==> src/rtl/msel_pkg.sv <==
package msel_pkg;
   localparam int STS_W    = 3;
   // configuration word fields
   localparam int CFG_FWD  = 0;
   localparam int CFG_LMSK = 1;
   localparam int CFG_DMSK = 2;
   localparam int CFG_REC  = 3;
   localparam int CFG_MIN  = 4;
   // status word fields
   localparam int STS_DN   = 0;
   localparam int STS_LOST = 1;
   localparam int STS_RDN  = 2;
endpackage

==> src/rtl/msel_owner_fsm.sv <==
module msel_owner_fsm #(
   parameter bit BOOT_CH0 = 1'b1
) (
   input  logic       clk,
   input  logic       rst_n,
   input  logic [1:0] req,
   input  logic [1:0] rec_en,
   input  logic       rec_done,
   output logic [1:0] sw_en,
   output logic       rec_start,
   output logic [1:0] ev_lost,
   output logic [1:0] ev_rdone
);
   logic [1:0] rst_owner;
   generate
      if (BOOT_CH0) begin : g_boot_ch0
         assign rst_owner = 2'b01;
      end else begin : g_boot_none
         assign rst_owner = 2'b00;
      end
   endgenerate

   logic [1:0] owner_q, tgt_oh, pend_oh, ev_lost_q, ev_rdone_q;
   logic       pend_q, pend_ch_q, take, tgt, rec_start_q;

   always_comb begin
      take = 1'b0;
      tgt  = 1'b0;
      if (!pend_q) begin
         if (req == 2'b11) begin
            if (owner_q == 2'b00) begin
               take = 1'b1;
               tgt  = 1'b0;
            end
         end else if (req[0] && !owner_q[0]) begin
            take = 1'b1;
            tgt  = 1'b0;
         end else if (req[1] && !owner_q[1]) begin
            take = 1'b1;
            tgt  = 1'b1;
         end
      end
      tgt_oh  = tgt ? 2'b10 : 2'b01;
      pend_oh = pend_ch_q ? 2'b10 : 2'b01;
   end

   always_ff @(posedge clk or negedge rst_n) begin
      if (!rst_n) begin
         owner_q     <= rst_owner;
         pend_q      <= 1'b0;
         pend_ch_q   <= 1'b0;
         rec_start_q <= 1'b0;
         ev_lost_q   <= 2'b00;
         ev_rdone_q  <= 2'b00;
      end else begin
         rec_start_q <= 1'b0;
         ev_lost_q   <= 2'b00;
         ev_rdone_q  <= 2'b00;
         if (pend_q && rec_done) begin
            owner_q    <= pend_oh;
            pend_q     <= 1'b0;
            ev_lost_q  <= owner_q & ~pend_oh;
            ev_rdone_q <= pend_oh;
         end else if (take) begin
            if (rec_en[tgt]) begin
               pend_q      <= 1'b1;
               pend_ch_q   <= tgt;
               rec_start_q <= 1'b1;
            end else begin
               owner_q   <= tgt_oh;
               ev_lost_q <= owner_q;
            end
         end
      end
   end

   assign sw_en     = pend_q ? 2'b00 : owner_q;
   assign rec_start = rec_start_q;
   assign ev_lost   = ev_lost_q;
   assign ev_rdone  = ev_rdone_q;

   a_r1_exclusive: assert property (@(posedge clk) disable iff (!rst_n)
      $onehot0(sw_en));
   a_r4_owner_keeps: assert property (@(posedge clk) disable iff (!rst_n)
      (req == 2'b11 && owner_q != 2'b00 && !pend_q) |=> $stable(owner_q));
   a_r5_wait_done: assert property (@(posedge clk) disable iff (!rst_n)
      (pend_q && !rec_done) |=> ($stable(owner_q) && pend_q));
   a_r5_single_start: assert property (@(posedge clk) disable iff (!rst_n)
      (pend_q && $past(pend_q)) |-> !rec_start);
endmodule

==> src/rtl/msel_irq_bank.sv <==
module msel_irq_bank
   import msel_pkg::*;
#(
   parameter int CFG_W = 4
) (
   input  logic             clk,
   input  logic             rst_n,
   input  logic             cfg_we,
   input  logic [CFG_W-1:0] cfg_wdata,
   input  logic             clr,
   input  logic             ev_dn,
   input  logic             ev_lost,
   input  logic             ev_rdone,
   output logic [STS_W-1:0] sts,
   output logic             rec_en,
   output logic             irq_n
);
   logic [CFG_W-1:0] cfg_q;
   logic [STS_W-1:0] sts_q, set_v, unmask;

   always_comb begin
      set_v           = '0;
      set_v[STS_DN]   = ev_dn;
      set_v[STS_LOST] = ev_lost;
      set_v[STS_RDN]  = ev_rdone;
      unmask           = '0;
      unmask[STS_DN]   = cfg_q[CFG_FWD];
      unmask[STS_LOST] = ~cfg_q[CFG_LMSK];
      unmask[STS_RDN]  = ~cfg_q[CFG_DMSK];
   end

   always_ff @(posedge clk or negedge rst_n) begin
      if (!rst_n) begin
         cfg_q <= '0;
         sts_q <= '0;
      end else begin
         if (cfg_we) cfg_q <= cfg_wdata;
         sts_q <= (clr ? '0 : sts_q) | set_v;
      end
   end

   assign sts    = sts_q;
   assign rec_en = cfg_q[CFG_REC];
   assign irq_n  = ~|(sts_q & unmask);

   a_r6_lost_sticky: assert property (@(posedge clk) disable iff (!rst_n)
      ev_lost |=> sts[STS_LOST]);
   a_r7_rdone_sticky: assert property (@(posedge clk) disable iff (!rst_n)
      ev_rdone |=> sts[STS_RDN]);
   a_r10_clear: assert property (@(posedge clk) disable iff (!rst_n)
      (clr && !ev_dn && !ev_lost && !ev_rdone) |=> (sts == '0));
   a_r9_out_has_cause: assert property (@(posedge clk) disable iff (!rst_n)
      !irq_n |-> (sts != '0));
endmodule

==> src/rtl/master_select_ctrl.sv <==
module master_select_ctrl
   import msel_pkg::*;
#(
   parameter bit BOOT_CH0 = 1'b1,
   parameter int CFG_W    = 4
) (
   input  logic             clk,
   input  logic             rst_n,
   input  logic [1:0]       req,
   input  logic [1:0]       cfg_we,
   input  logic [CFG_W-1:0] cfg0_wdata,
   input  logic [CFG_W-1:0] cfg1_wdata,
   input  logic [1:0]       clr,
   input  logic             irq_in_n,
   input  logic             rec_done,
   output logic             rec_start,
   output logic [1:0]       sw_en,
   output logic [STS_W-1:0] sts0,
   output logic [STS_W-1:0] sts1,
   output logic [1:0]       irq_n
);
   localparam int N_MST = 2;

   generate
      if (CFG_W < CFG_MIN) begin : g_bad_cfg_w
         $error("CFG_W too narrow for the configuration fields");
      end
   endgenerate

   logic [N_MST-1:0] rec_en, ev_lost, ev_rdone;
   logic [CFG_W-1:0] cfg_wd [N_MST];
   logic [STS_W-1:0] sts_a  [N_MST];

   assign cfg_wd[0] = cfg0_wdata;
   assign cfg_wd[1] = cfg1_wdata;

   msel_owner_fsm #(.BOOT_CH0(BOOT_CH0)) u_fsm (
      .clk(clk), .rst_n(rst_n), .req(req), .rec_en(rec_en),
      .rec_done(rec_done), .sw_en(sw_en), .rec_start(rec_start),
      .ev_lost(ev_lost), .ev_rdone(ev_rdone)
   );

   for (genvar m = 0; m < N_MST; m++) begin : g_mst
      msel_irq_bank #(.CFG_W(CFG_W)) u_bank (
         .clk(clk), .rst_n(rst_n), .cfg_we(cfg_we[m]),
         .cfg_wdata(cfg_wd[m]), .clr(clr[m]), .ev_dn(~irq_in_n),
         .ev_lost(ev_lost[m]), .ev_rdone(ev_rdone[m]),
         .sts(sts_a[m]), .rec_en(rec_en[m]), .irq_n(irq_n[m])
      );
   end

   assign sts0 = sts_a[0];
   assign sts1 = sts_a[1];
endmodule

==> config.mk <==
export PLATFORM = sky130hd
export DESIGN_NAME = master_select_ctrl
export DESIGN_NICKNAME = d
export VERILOG_FILES = /design/src/rtl/msel_pkg.sv /design/src/rtl/msel_owner_fsm.sv /design/src/rtl/msel_irq_bank.sv /design/src/rtl/master_select_ctrl.sv
export SDC_FILE = /design/constraint.sdc
export NUM_CORES = 1
export LEC_CHECK = 0
export ABC_CLOCK_PERIOD_IN_PS = 2000
export CORE_AREA = 4 4 63 65
export CTS_CLUSTER_DIAMETER = 40
export CTS_CLUSTER_SIZE = 16
export DETAILED_ROUTE_END_ITERATION = 8
export DIE_AREA = 0 0 67 69
export RECOVER_POWER = 50
export SKIP_LAST_GASP = 1
export SYNTH_ARGS = -nofsm -noshare
export SYNTH_HDL_FRONTEND = slang
export SYNTH_SLANG_ARGS = --single-unit
==> constraint.sdc <==
create_clock -name clk -period 2 [get_ports clk]
set_input_delay 0.2 -clock clk [delete_from_list [all_inputs] [get_ports clk]]
set_output_delay 0.2 -clock clk [all_outputs]
set_load 0.005 [all_outputs]
======== Word level (Yosys, flattened, before mapping) ========
Cells that the tools add are included.
word-level totals
  bits in registers ....................... 23
  latch bits .............................. 0
  RAM bits ................................ 0
  ROM bits ................................ 0
  output and inout bits ................... 11
  logic and storage cells ................. 68
  memories ................................ 0
cells by class
  add/sub/neg operators ................... 0
  $mul .................................... 0
  divide/modulo/power cells ............... 0
  $lt $le $gt $ge ......................... 1
  eq/ne operators ......................... 2
  shift operators ......................... 0
  mux-type cells .......................... 28
  bitwise gates (word level) .............. 12
  reduce and logical (&&, ||, !) cells .... 15
operators by type and width
  operator            number
  $mux 2              10
  $mux 1              16
  $and 3x3->3         2
  $mux 3              2
  $not 1->1           6
  $or 3x3->3          2
  $reduce_or 3->1     2
  $logic_not 1->1     4
  $reduce_and 2->1    2
  $reduce_bool 2->1   2
  $logic_and 1x1->1   3
  $reduce_and 3->1    1
  $and 2x2->2         1
  $eq 2x2->1 const B  1
  $logic_not 2->1     1
  $lt 1x2->1 const B  1
  $ne 2x1->1 const B  1
  $not 2->2           1

======== Logic depth before layout (Yosys ltp) ========
  depth in word-level cells ............... 11
  mapped depth ............................ 3
  gate-level depth less buffers ........... 3

======== Cells and area by module ========
Synthesis repeated with hierarchy kept, for this count alone.
unflattened totals
  cell total of the unflattened synthesis .. 81
  area total of the unflattened synthesis .. 950.9 µm²
modules (own cells, without submodules)
  module              instances  cells each  area each (µm²)
  msel_irq_bank       2          20          259.0
  msel_owner_fsm      1          40          429.2
  master_select_ctrl  1          1           3.8

======== Worst setup path before layout ========
OpenSTA, ideal clock, no wires.
  path kind ............................... reg-to-reg
  start ................................... register u_fsm.owner_q[1]
  end ..................................... register u_fsm.ev_lost_q[0] (netlist: u_fsm.ev_lost[0])
  setup time .............................. 0.121 ns
  arrival time ............................ 1.282 ns
  required time ........................... 1.879 ns
  setup slack ............................. 0.597 ns
  stages on the path, launching flop included .. 4
  clock period less this slack ............ 1.403 ns
  cells stage by stage .................... dfrtp_1 -> or4b_4 -> mux2i_2 -> a22o_1
between the ends
  word-level cells in the longest chain between the ends .. 11
RTL lines
  item                                        line                  source
  start: declaration                          msel_owner_fsm.sv:23  logic [1:0] owner_q, tgt_oh, pend_oh, ev_lost_q, ev_rdone_q;
  start signal: assignment                    msel_owner_fsm.sv:49  owner_q <= rst_owner;
  start signal: assignment                    msel_owner_fsm.sv:60  owner_q <= pend_oh;
  start signal: assignment                    msel_owner_fsm.sv:70  owner_q <= tgt_oh;
  $logic_not 1->1                             msel_owner_fsm.sv:38  end else if (req[1] && !owner_q[1]) begin
  $logic_and 1x1->1                           msel_owner_fsm.sv:38
  $mux 1                                      msel_owner_fsm.sv:38
  $mux 1                                      msel_owner_fsm.sv:35  end else if (req[0] && !owner_q[0]) begin
  $mux 1                                      msel_owner_fsm.sv:30  if (req == 2'b11) begin
  $mux 1                                      msel_owner_fsm.sv:29  if (!pend_q) begin
  $mux 1 (implied by the code) (2 in series)  msel_owner_fsm.sv:65  if (rec_en[tgt]) begin
  $mux 2                                      msel_owner_fsm.sv:65
  $mux 2 *                                    msel_owner_fsm.sv:64  end else if (take) begin
  $mux 2 *                                    msel_owner_fsm.sv:59  if (pend_q && rec_done) begin
  end signal: assignment                      msel_owner_fsm.sv:62  ev_lost_q <= owner_q & ~pend_oh;
  end signal: assignment                      msel_owner_fsm.sv:71  ev_lost_q <= owner_q;
  end: declaration                            msel_owner_fsm.sv:23
Every way passes the cells marked *; elsewhere a longest branch is shown, timed or not. The select of a mux whose other input is x is not followed.
A chain may end at the register's enable or synchronous reset.

======== Final worst setup path ========
  start ................................... register g_mst[0].u_bank.sts_q[0]
  end ..................................... output irq_n[0]
between the ends
  word-level cells in the longest chain between the ends .. 3
RTL lines
  item                      line                      source
  start: declaration        msel_irq_bank.sv:19       logic [STS_W-1:0] sts_q, set_v, unmask;
  start signal: assignment  msel_irq_bank.sv:38       sts_q <= (clr ? '0 : sts_q) | set_v;
  $and 3x3->3               msel_irq_bank.sv:44       assign irq_n = ~|(sts_q & unmask);
  $reduce_or 3->1           msel_irq_bank.sv:44
  $logic_not 1->1           msel_irq_bank.sv:44
  end: declaration          master_select_ctrl.sv:20  output logic [1:0] irq_n
No other way between the ends.

==> results.ini <==
[synth]
syn_area_per_cell_sq_um = 11.17
yosys.area_share.simple = 0.09635
syn_inst = 86
post-synth-top-area-fraction = 0.5729
postSynthRegisterBits = 23
post-synth-top-area-cell = sky130_fd_sc_hd__dfrtp_1
synth_nets = 104
synth-compound-area-share = 0.1953
yosys-mux-area-fraction = 0.03776
synth.top_cells.by_area = sky130_fd_sc_hd__dfrtp_1, sky130_fd_sc_hd__inv_1, sky130_fd_sc_hd__o21ai_0
synth_area_in_xor_xnor = 0
yosys.cell_types.count = 27
synth_area_sq_um = 960.9
synth.yosys.seq_area_share = 0.6003
synth.yosys.warnings = 0
post_synth_fa_ha_maj_area_fraction = 0
main_combinational_cell_family_by_area_after_synthesis = compound AO/OA/AOI/OAI gates

[critical_path]
timing_worst_setup_path_type = register to output port
worstSetupStartpointType = register
worstPathMaxFanout = 3
crit_path_max_incr_delay_ps = 560
arrival_ps = 1620
critical_path_required_ps = 1800
worst_r2r_path_depth = 3
worstSetupEndpointType = output port
critPathSlowestCell = sky130_fd_sc_hd__clkdlybuf4s50_1
worst_path_cell_chain = a222oi_1 -> clkdlybuf4s50_1

[sta]
skew_ps = 5.536
final_period_minus_worst_setup_slack_ps = 1822
rsz0062_at_grt = no
fmax_mhz = 548.9
max_slew.worst_pin.slew_ps = 1160
timing_max_transition_violations_final = 0
hold_viol = 0
post-route-period-util = 0.9109
fin_tns_setup_ps = 0
maxSlewHeadroom = 0.2267
report.final.setup_viol = 0

[clocking]
tritoncts = yes
tritoncts_num_sinks = 23
count_of_cells_resized_by_post_cts_repair = 0
clock_tree.buffer_depth = 2
cts_made_buffers = 3
clkLatencyLatePin_ps = 310
clockRootBuffer = sky130_fd_sc_hd__clkbuf_4
clock_tree.htree_level_count = 1
cts_hold_repair.buffers = 0
clk_transition_reported_paths_ps = 120
cts.repair_timing.setup_buffer_count = 0

[floorplanning]
design.die.area_sq_um = 4623
num_rows = 21
initial_utilization = 0.2880
die_h_um = 69
die_w_um = 67
top_level_ports = 29
design.core.area_sq_um = 3337

[pwr]
power.leakage_nw = 0.6248
irDropWorstVdd_mv = 0.5849
power_density_nw_per_um2 = 971.3

[place]
place.port_buffers = 28
finalWeightedCongestion = 0.8689
hpwl_um = 1528

[layout]
layout.cells.most_common_list = sky130_fd_sc_hd__clkdlybuf4s50_1, sky130_fd_sc_hd__dfrtp_1, sky130_fd_sc_hd__inv_1
antenna_cells_inserted = 0
drive_above_1_share = 0.1111
area_growth_pct = 36.85
final_util = 0.3941
fillCellCount = 352
num-nets-final = 136
sequential_cell_area_sq_um = 576.8
area_taken_by_multi_input_logic_gates_sq_um = 316.6
most_common_cell_after_layout_fill_and_taps_aside = sky130_fd_sc_hd__clkdlybuf4s50_1

[routing]
finalWirelength_um = 1939
drt_first_pass_iters = 4
antenna_violating_nets_post_route = 0
wire_per_inst_um = 11.90
drt-initial-drc-count = 22
routed_via_density = 4.534
route.vias.total = 739
detail_route.drc_violations = 0

[grt]
globalRouteTotalUtil = 0.09706
largest_net_degree_at_the_start_of_global_routing = 24
antenna_found_initial = 0
globalRoute.totalOverflow = 0
grt_first_pass_wirelength_um = 3512
first_global_vias = 766

[min_path]
whs_path_depth = 2
class_of_the_tightest_hold_or_removal_check = input pin to register

[flow_run]
maximum_capacitance_violations = 0

[outcome]
status = completed

[cells in the mapped netlist]
| cell type | number |
|---|---|
| sky130_fd_sc_hd__inv_1 | 14 |
| sky130_fd_sc_hd__o211ai_1 | 1 |
| sky130_fd_sc_hd__o21bai_1 | 1 |
| sky130_fd_sc_hd__or2_2 | 1 |
| sky130_fd_sc_hd__o21ai_0 | 8 |
| sky130_fd_sc_hd__mux2i_2 | 1 |
| sky130_fd_sc_hd__o2111ai_1 | 1 |
| sky130_fd_sc_hd__nand2_1 | 9 |
| sky130_fd_sc_hd__and3_2 | 1 |
| sky130_fd_sc_hd__a22o_1 | 1 |
| sky130_fd_sc_hd__buf_4 | 2 |
| sky130_fd_sc_hd__nor2b_1 | 1 |
| sky130_fd_sc_hd__dfrtp_1 | 22 |
| sky130_fd_sc_hd__and4_2 | 1 |
| sky130_fd_sc_hd__o22a_1 | 1 |
| sky130_fd_sc_hd__mux2_2 | 2 |
| sky130_fd_sc_hd__or4b_4 | 1 |
| sky130_fd_sc_hd__o21ba_2 | 1 |
| sky130_fd_sc_hd__dfstp_2 | 1 |
| sky130_fd_sc_hd__a222oi_1 | 2 |
| sky130_fd_sc_hd__a32o_1 | 1 |
| sky130_fd_sc_hd__a21oi_1 | 1 |
| sky130_fd_sc_hd__a41oi_1 | 2 |
| sky130_fd_sc_hd__a21o_1 | 4 |
| sky130_fd_sc_hd__nor2_1 | 4 |
| sky130_fd_sc_hd__a21boi_0 | 1 |
| sky130_fd_sc_hd__o22ai_1 | 1 |
[routing by layer]
layer	global-route usage	share of wire	wire, um	vias to the layer above
met3	0.03734	0.048	94	4
met5	0	0	0	-
met2	0.1485	0.50	975	17
met1	0.1295	0.44	846	361
met4	0.02027	0.011	22	0
li1	-	-	-	357
[cell families after synthesis]
kind of cell	count (synthesis)
flip-flops	23
AO/OA/AOI/OAI	26
multiplexers	3
AND/OR/NAND/NOR	18
buffers and inverters	16
[through the flow]
step / hold WS [ps] / area [sq um] / total power (W) / setup WS, ps / instances
after floorplan: -95.59 / 960.9 / 0.0008619 / 596.6 / 86
after global placement: 408.5 / 1291 / 0.001080 / 267.9 / 159
after detailed placement: 412.2 / 1291 / 0.001088 / 233.5 / 159
after CTS: 221.1 / 1319 / 0.001299 / 155.7 / 163
after global routing: 409.0 / 1315 / 0.001379 / 56.82 / 163
final: 416.0 / 1315 / 0.001277 / 178.2 / 163
[cell type report]
cell class	instances	area share
Clock buffer	3	0.01713
Timing Repair Buffer	29	0.2160
Multi-Input combinational cell	47	0.2407
Clock inverter	1	0.003806
Tap cell	46	0.04377
Sequential cell	23	0.4386
Inverter	14	0.03996
[critical path, delay by kind of cell (launching register included)]
family,cells,cell delay (ps)
AOI/OAI and AO/OA,1,340
buffers and inverters,1,560
DFF,1,420
[state kept, by name, indices dropped and copies added, names as in the netlist]
register            flops
g_mst.u_bank.sts        6
u_fsm.ev_lost           2
g_mst.u_bank.cfg_q      8
u_fsm.ev_rdone          2
u_fsm.rec_start         1
u_fsm.pend_q            1
u_fsm.pend_ch_q         1
u_fsm.owner_q           2
[final timing paths]
path                                             start                  endpoint  slack [ps]
worst max register to register            u_fsm.pend_q              u_fsm.pend_q         530
worst max-delay path            g_mst[0].u_bank.sts[0]                  irq_n[0]         180
min in group asynchronous                        rst_n  g_mst[1].u_bank.cfg_q[0]         630
worst min register to register        u_fsm.ev_lost[1]    g_mst[1].u_bank.sts[1]         430
worst min-delay path                          irq_in_n    g_mst[1].u_bank.sts[0]         420
max in group asynchronous                        rst_n              u_fsm.pend_q         680
[power breakdown]
part           switching (W)  internal (W)  leakage (nW)
Combinational       0.000152      0.000261         0.319
Sequential         0.0000867      0.000572         0.288
Clock               0.000130     0.0000747        0.0177
Total               0.000369      0.000908         0.625
No activity file was read; power rests on OpenSTA's default activity.
